--- config.mk ---
export PLATFORM = sky130hd
export DESIGN_NAME = evt_tmr
export DESIGN_NICKNAME = d
export VERILOG_FILES = /design/src/rtl/evt_tmr_pkg.sv /design/src/rtl/evt_tmr_regs.sv /design/src/rtl/evt_tmr_counter.sv /design/src/rtl/evt_tmr_irq.sv /design/src/rtl/evt_tmr.sv
export SDC_FILE = /design/constraint.sdc
export NUM_CORES = 1
export LEC_CHECK = 0
export CAP_MARGIN = 30
export CORE_MARGIN = 10
export CORE_UTILIZATION = 60
export DETAILED_ROUTE_END_ITERATION = 10
export DONT_BUFFER_PORTS = 1
export PLACE_DENSITY = 0.85
export SLEW_MARGIN = 0
export SYNTH_ARGS = -nofsm -noshare
export SYNTH_HDL_FRONTEND = slang
export SYNTH_HIERARCHICAL = 1
export SYNTH_SLANG_ARGS = --single-unit
--- constraint.sdc ---
create_clock -name clk_i -period 6.3 [get_ports clk_i]
set_input_delay 0.945 -clock clk_i [delete_from_list [all_inputs] [get_ports clk_i]]
set_output_delay 0.945 -clock clk_i [all_outputs]
set_load 0.01 [all_outputs]
--- src/rtl/evt_tmr_pkg.sv ---
package evt_tmr_pkg;
  localparam int DATA_W = 32;
  localparam int ADDR_W = 3;

  localparam logic [ADDR_W-1:0] OFS_TRIG = 3'h0;
  localparam logic [ADDR_W-1:0] OFS_CTRL = 3'h4;

  localparam int EN_BIT   = 31;
  localparam int PER_BIT  = 30;
  localparam int CLR_BIT  = 30;
  localparam int PEND_BIT = 30;

  typedef struct packed {
    logic en;
    logic per;
  } tmr_mode_t;
endpackage

--- src/rtl/evt_tmr_regs.sv ---
module evt_tmr_regs
  import evt_tmr_pkg::*;
#(
  parameter int CNT_W = 29
) (
  input  logic             clk_i,
  input  logic             rst_ni,
  input  logic             trig_we_i,
  input  logic             en_i,
  input  logic             per_i,
  input  logic [CNT_W-1:0] reload_i,
  input  logic             expire_i,
  output tmr_mode_t        mode_o,
  output logic [CNT_W-1:0] reload_o
);
  tmr_mode_t        mode_q;
  logic [CNT_W-1:0] reload_q;

  always_ff @(posedge clk_i or negedge rst_ni) begin
    if (!rst_ni) begin
      mode_q   <= '0;
      reload_q <= '0;
    end else if (trig_we_i) begin
      mode_q.en  <= en_i;
      mode_q.per <= per_i;
      reload_q   <= reload_i;
    end else if (expire_i && !mode_q.per) begin
      mode_q.en <= 1'b0;  // one-shot parks itself
    end
  end

  assign mode_o   = mode_q;
  assign reload_o = reload_q;

  p_oneshot_park_r4: assert property (@(posedge clk_i) disable iff (!rst_ni)
    expire_i && !mode_q.per && !trig_we_i |=> !mode_q.en);

  p_periodic_keeps_en_r5: assert property (@(posedge clk_i) disable iff (!rst_ni)
    expire_i && mode_q.per && !trig_we_i |=> mode_q.en && mode_q.per);

  p_reload_stable_r2: assert property (@(posedge clk_i) disable iff (!rst_ni)
    !trig_we_i |=> $stable(reload_q));
endmodule

--- src/rtl/evt_tmr_counter.sv ---
module evt_tmr_counter #(
  parameter int CNT_W = 29
) (
  input  logic             clk_i,
  input  logic             rst_ni,
  input  logic             load_i,
  input  logic [CNT_W-1:0] load_val_i,
  input  logic             en_i,
  input  logic             per_i,
  input  logic             tick_i,
  input  logic [CNT_W-1:0] reload_i,
  output logic [CNT_W-1:0] cnt_o,
  output logic             expire_o
);
  logic [CNT_W-1:0] cnt_q;
  logic             step;

  assign step     = en_i && tick_i && !load_i;
  assign expire_o = step && (cnt_q == '0);

  always_ff @(posedge clk_i or negedge rst_ni) begin
    if (!rst_ni) begin
      cnt_q <= '0;
    end else if (load_i) begin
      cnt_q <= load_val_i;  // write wins over a same-cycle tick
    end else if (expire_o) begin
      if (per_i) cnt_q <= reload_i;
    end else if (step) begin
      cnt_q <= cnt_q - CNT_W'(1);
    end
  end

  assign cnt_o = cnt_q;

  p_dec_r3: assert property (@(posedge clk_i) disable iff (!rst_ni)
    en_i && tick_i && !load_i && (cnt_q != '0) |=> cnt_q == $past(cnt_q) - CNT_W'(1));

  p_reload_r5: assert property (@(posedge clk_i) disable iff (!rst_ni)
    expire_o && per_i |=> cnt_q == $past(reload_i));

  p_frozen_r6: assert property (@(posedge clk_i) disable iff (!rst_ni)
    !load_i && !(en_i && tick_i) |=> $stable(cnt_q));

  p_restart_r9: assert property (@(posedge clk_i) disable iff (!rst_ni)
    load_i |=> cnt_q == $past(load_val_i));
endmodule

--- src/rtl/evt_tmr_irq.sv ---
module evt_tmr_irq (
  input  logic clk_i,
  input  logic rst_ni,
  input  logic set_i,
  input  logic clr_i,
  output logic pend_o
);
  logic pend_q;

  always_ff @(posedge clk_i or negedge rst_ni) begin
    if (!rst_ni)     pend_q <= 1'b0;
    else if (set_i)  pend_q <= 1'b1;  // new expiry beats clear
    else if (clr_i)  pend_q <= 1'b0;
  end

  assign pend_o = pend_q;

  p_set_wins_r8: assert property (@(posedge clk_i) disable iff (!rst_ni)
    set_i |=> pend_q);

  p_level_hold_r8: assert property (@(posedge clk_i) disable iff (!rst_ni)
    pend_q && !clr_i |=> pend_q);

  p_clear_r7: assert property (@(posedge clk_i) disable iff (!rst_ni)
    clr_i && !set_i |=> !pend_q);

  p_no_spurious_r3: assert property (@(posedge clk_i) disable iff (!rst_ni)
    !pend_q && !set_i |=> !pend_q);
endmodule

--- src/rtl/evt_tmr.sv ---
module evt_tmr
  import evt_tmr_pkg::*;
#(
  parameter int CNT_W = 29
) (
  input  logic              clk_i,
  input  logic              rst_ni,
  input  logic              tick_i,
  input  logic              wr_en_i,
  input  logic [ADDR_W-1:0] addr_i,
  input  logic [DATA_W-1:0] wdata_i,
  output logic [DATA_W-1:0] rdata_o,
  output logic              irq_o
);
  tmr_mode_t        mode;
  logic [CNT_W-1:0] reload;
  logic [CNT_W-1:0] cnt;
  logic             expire;
  logic             pend;
  logic             trig_we;
  logic             ctrl_we;
  logic             clr;
  logic             unused_wdata;

  assign trig_we      = wr_en_i && (addr_i == OFS_TRIG);
  assign ctrl_we      = wr_en_i && (addr_i == OFS_CTRL);
  assign clr          = ctrl_we && wdata_i[CLR_BIT];
  assign unused_wdata = ^wdata_i;

  evt_tmr_regs #(.CNT_W(CNT_W)) regs_i (
    .clk_i     (clk_i),
    .rst_ni    (rst_ni),
    .trig_we_i (trig_we),
    .en_i      (wdata_i[EN_BIT]),
    .per_i     (wdata_i[PER_BIT]),
    .reload_i  (wdata_i[CNT_W-1:0]),
    .expire_i  (expire),
    .mode_o    (mode),
    .reload_o  (reload)
  );

  evt_tmr_counter #(.CNT_W(CNT_W)) cnt_i (
    .clk_i      (clk_i),
    .rst_ni     (rst_ni),
    .load_i     (trig_we),
    .load_val_i (wdata_i[CNT_W-1:0]),
    .en_i       (mode.en),
    .per_i      (mode.per),
    .tick_i     (tick_i),
    .reload_i   (reload),
    .cnt_o      (cnt),
    .expire_o   (expire)
  );

  evt_tmr_irq irq_i (
    .clk_i  (clk_i),
    .rst_ni (rst_ni),
    .set_i  (expire),
    .clr_i  (clr),
    .pend_o (pend)
  );

  always_comb begin
    rdata_o = '0;
    unique case (addr_i)
      OFS_TRIG: begin
        rdata_o[EN_BIT]    = mode.en;
        rdata_o[PER_BIT]   = mode.per;
        rdata_o[CNT_W-1:0] = reload;
      end
      OFS_CTRL: begin
        rdata_o[PEND_BIT]  = pend;
        rdata_o[CNT_W-1:0] = cnt;
      end
      default: rdata_o = '0;
    endcase
  end

  assign irq_o = pend;

  p_ctrl_write_keeps_trig_r7: assert property (@(posedge clk_i) disable iff (!rst_ni)
    ctrl_we |=> $stable(reload));

  p_idle_no_irq_r6: assert property (@(posedge clk_i) disable iff (!rst_ni)
    !mode.en && !irq_o |=> !irq_o);
endmodule

==> results.env <==
DETAILEDROUTE.FIRSTPASSITERATIONCOUNT=5
FINALSETUPVIOLATIONS=0
DIE_WIDTH_UM=102.6
POST-ROUTE-PERIOD-UTIL_PCT=59.44
WORSTPATHCELLLIST='or2_1 -> buf_4 -> nor3b_2 -> buf_4 -> inv_1 -> nand2_1 -> o41ai_4 -> buf_4 -> a31oi_1 -> o211ai_2'
CRITICALPATHCATEGORY='input pin to flop'
DIE_HEIGHT_UM=102.6
P_TOTAL_mW=1.470
PLACEABLECOREAREA_MM2=0.006719
YS_ASYNC_RST_SHARE_PCT=100.0
CTS_TREE='yes'
SYNTH-SEQ-CELLS=61
RSZ_0062_RAISED_AFTER_GLOBAL_ROUTING='no'
DRCVIOLATIONCOUNT=0
SYNTH-EDFF-COUNT=0
HP-CLASS='input pin to asynchronous set/reset pin'
CTS.HOLD.BUFFERS_ADDED=0
RELSLEWSLACK_PCT=42.78
POST_SYNTH_INSTANCE_AREA_MM2=0.004098
GP_CONGESTION=0.8738
FINCLKSKEW_NS=0.007651
BUFS_ON_LONGEST_CLOCK_PATH=2
SETUP.WORST_PATH.END_CLASS='flop'
CRITICAL_PATH.MOST_COMMON_CELL='buf_4'
SYNTH_FLOP_CELL='dfrtp_1'
NET_COUNT_REPORTED_AT_FINISH=440
GRT_PASS1_VIAS=3319
DR.FIRST_ITER.DRC_COUNT=307
ANT_NETS=0
CTS-BUFFERS-INSERTED=9
GRT_ANTENNA_BEFORE_REPAIR=0
GRT_OVERFLOW_TOTAL=0
ANTENNA-DIODE-COUNT=0
START_UTIL_PCT=60.99
CLK_LATENCY_NS=0.35
FINAL.MIN_CLOCK_PERIOD_NS=3.745
POST-ROUTE-WORST-SETUP-SLACK_NS=2.555
GRT_FIRST_PASS_WIRELENGTH_MM=16.95
DRV.MAX_CAP_VIOLATION_COUNT=0
POST_CTS_SETUP_DRIVEN_BUFFER_INSERTION_COUNT=0
LEAKAGE_nW=1.722
ROUTED_VIA_DENSITY=6.948
CTS_ROOT_BUFFER='clkbuf_8'
TIMING.SETUP.TNS_NS=0
MAXIMUM_SINGLE_STAGE_DELAY_ON_THE_CRITICAL_PATH_NS=0.72
COUNT_OF_INSTANCES_RESIZED_AFTER_THE_CLOCK_TREE_IS_BUILT=0
CLOCK_SINK_COUNT=61
GRT_USE_TOTAL_PCT=20.41
CRITPATHREQUIREDTIME_NS=6.52
SYNTHESIS.YOSYS.WARNINGS=6
CRIT_PATH_TOP_DELAY_CELL='buf_4'
DIE_AREA_MM2=0.01054
SYNTH.LARGEST_AREA_CELL='dfrtp_1'
POWER.IR.VDD_WORST_V=0.0001951
YS_TOP_CELLS_BY_AREA='dfrtp_1 (37%), mux2i_1 (9.3%), mux2_2 (8.5%), nor2_1 (4.7%), buf_6 (4.1%)'
SYNTH_FP_NETS=458
PORTBUFFERS=0
NETLIST_INSTANCES=417
MOSTFREQUENTLAYOUTCELLS='dfrtp_1 (61), nor2_1 (51), mux2i_1 (38)'
RUN_STATUS='finished clean'
IO_PINS=72
FP-ROW-COUNT=30
LAYOUT-AREA-OVERHEAD-VS-SYNTH_PCT=1.496
YS_SEQ_AREA_SHARE_PCT=37.25
ACHIEVABLE-FREQUENCY_MHz=267.0
LAYOUT-DRIVE-GT1-SHARE_PCT=15.38
SLEW_VIOL_FINAL=0
POST-PLACE-WS_NS=2.274
SYNTH_CELL_TYPES=60
GRT_START_MAX_NET_PINS=82
DETAIL_ROUTE.WIRELENGTH_MM=10.65
P_PER_AREA_mW_PER_MM2=353.5
DETAILROUTE.VIA_COUNT=3356
TIMING_HOLD_VIOLATIONS_FINAL=0
SYN_AREA_PER_CELL_UM2=9.827
CLKTRANSATPATHREGS_NS=0.07
LAYOUT_COMMONEST_CELL='dfrtp_1'
CRITICAL_PATH_PEAK_FANOUT=81
HTREEDEPTH=3
POST_DRT_WL_PER_CELL_UM=22.04
WORST-SLEW-PIN-TRANSITION_NS=0.8582
WORSTPATHARRIVAL_NS=3.96
TIMING.REG2REG.WORST_PATH_DEPTH=6
SYNTH.TOP_CELL.AREA_SHARE_PCT=37.25
CP-START-KIND='input pin'
POST-DP-HPWL_MM=7.114
state kept, by name, summed over array words and instances, names as in the netlist:
name,flops
regs_i/reload_o,29
irq_i/pend_o,1
cnt_i/cnt_o,29
regs_i/mode_o,2
worst max-delay path: cells and delay by family:
family | cells | cell delay [ns]
AO/OA/AOI/OAI | 3 | 0.50
AND/OR/NAND/NOR | 3 | 0.76
buffers and inverters | 4 | 1.74
synth_stat cells, types with 5 or more instances:
library cell and count:
a2bb2oi_1 8, a21oi_1 30, nor4_1 13, clkbuf_1 11, nand4_1 7, nor3_1 7
or4_1 7, mux2_2 31, xor2_1 5, mux2i_1 38, o21ai_1 15, or3_1 5
nor2_1 51, nand2_1 10, inv_1 6, nand3_1 6, xnor2_1 7, dfrtp_1 61
buf_6 15, a221o_1 5, a22oi_1 13
worst paths after layout:
kind	to	start	slack, ns
max	cnt_i/cnt_o[0]	addr_i[1]	2.56
min	regs_i/reload_o[28]	rst_ni	0.29
max reg2reg	cnt_i/cnt_o[24]	cnt_i/cnt_o[4]	2.88
min reg2reg	regs_i/reload_o[13]	regs_i/reload_o[13]	0.53
max in group asynchronous	regs_i/reload_o[14]	rst_ni	5.92
min in group clk_i	regs_i/reload_o[13]	regs_i/reload_o[13]	0.53
metal layers:
metal | GRT usage [%] | share of wire, %
met5 | 0 | 0
met4 | 7.375 | 1.5
met3 | 6.434 | 9.2
met2 | 32.58 | 48
met1 | 25.36 | 41
cell type report:
type / instances / area, um^2
Tap cell: 80 / 100.1
Sequential cell: 61 / 1526
Clock buffer: 13 / 148.9
Multi-Input combinational cell: 315 / 2290
Inverter: 7 / 26.28
Fill cell: 546 / 2560
Clock inverter: 2 / 10.01
Timing Repair Buffer: 5 / 57.56
cells by family after synthesis:
group | synth area share (%)
other cells | 0.09152
mux | 17.80
buf+inv | 6.992
flops | 37.25
compound gates | 18.53
xor+xnor | 2.565
simple gates | 16.15
fa+ha+maj | 0.6106
through the flow:
step / area, um^2 / util (%) / hold WS (ns) / instances
4_1_cts: 4159 / 61.90 / 0.2783 / 483
6_report: 4159 / 61.90 / 0.2853 / 483
3_3_place_gp: 3973 / 59.12 / 0.5143 / 467
3_5_place_dp: 4000 / 59.53 / 0.5194 / 468
5_1_grt: 4159 / 61.90 / 0.2674 / 483
2_1_floorplan: 4098 / - / 0.4985 / 417
power by group:
part,internal (mW),switching [mW]
Sequential,0.511,0.177
Combinational,0.236,0.244
Clock,0.150,0.152
No activity file was read; power rests on OpenSTA's default activity.
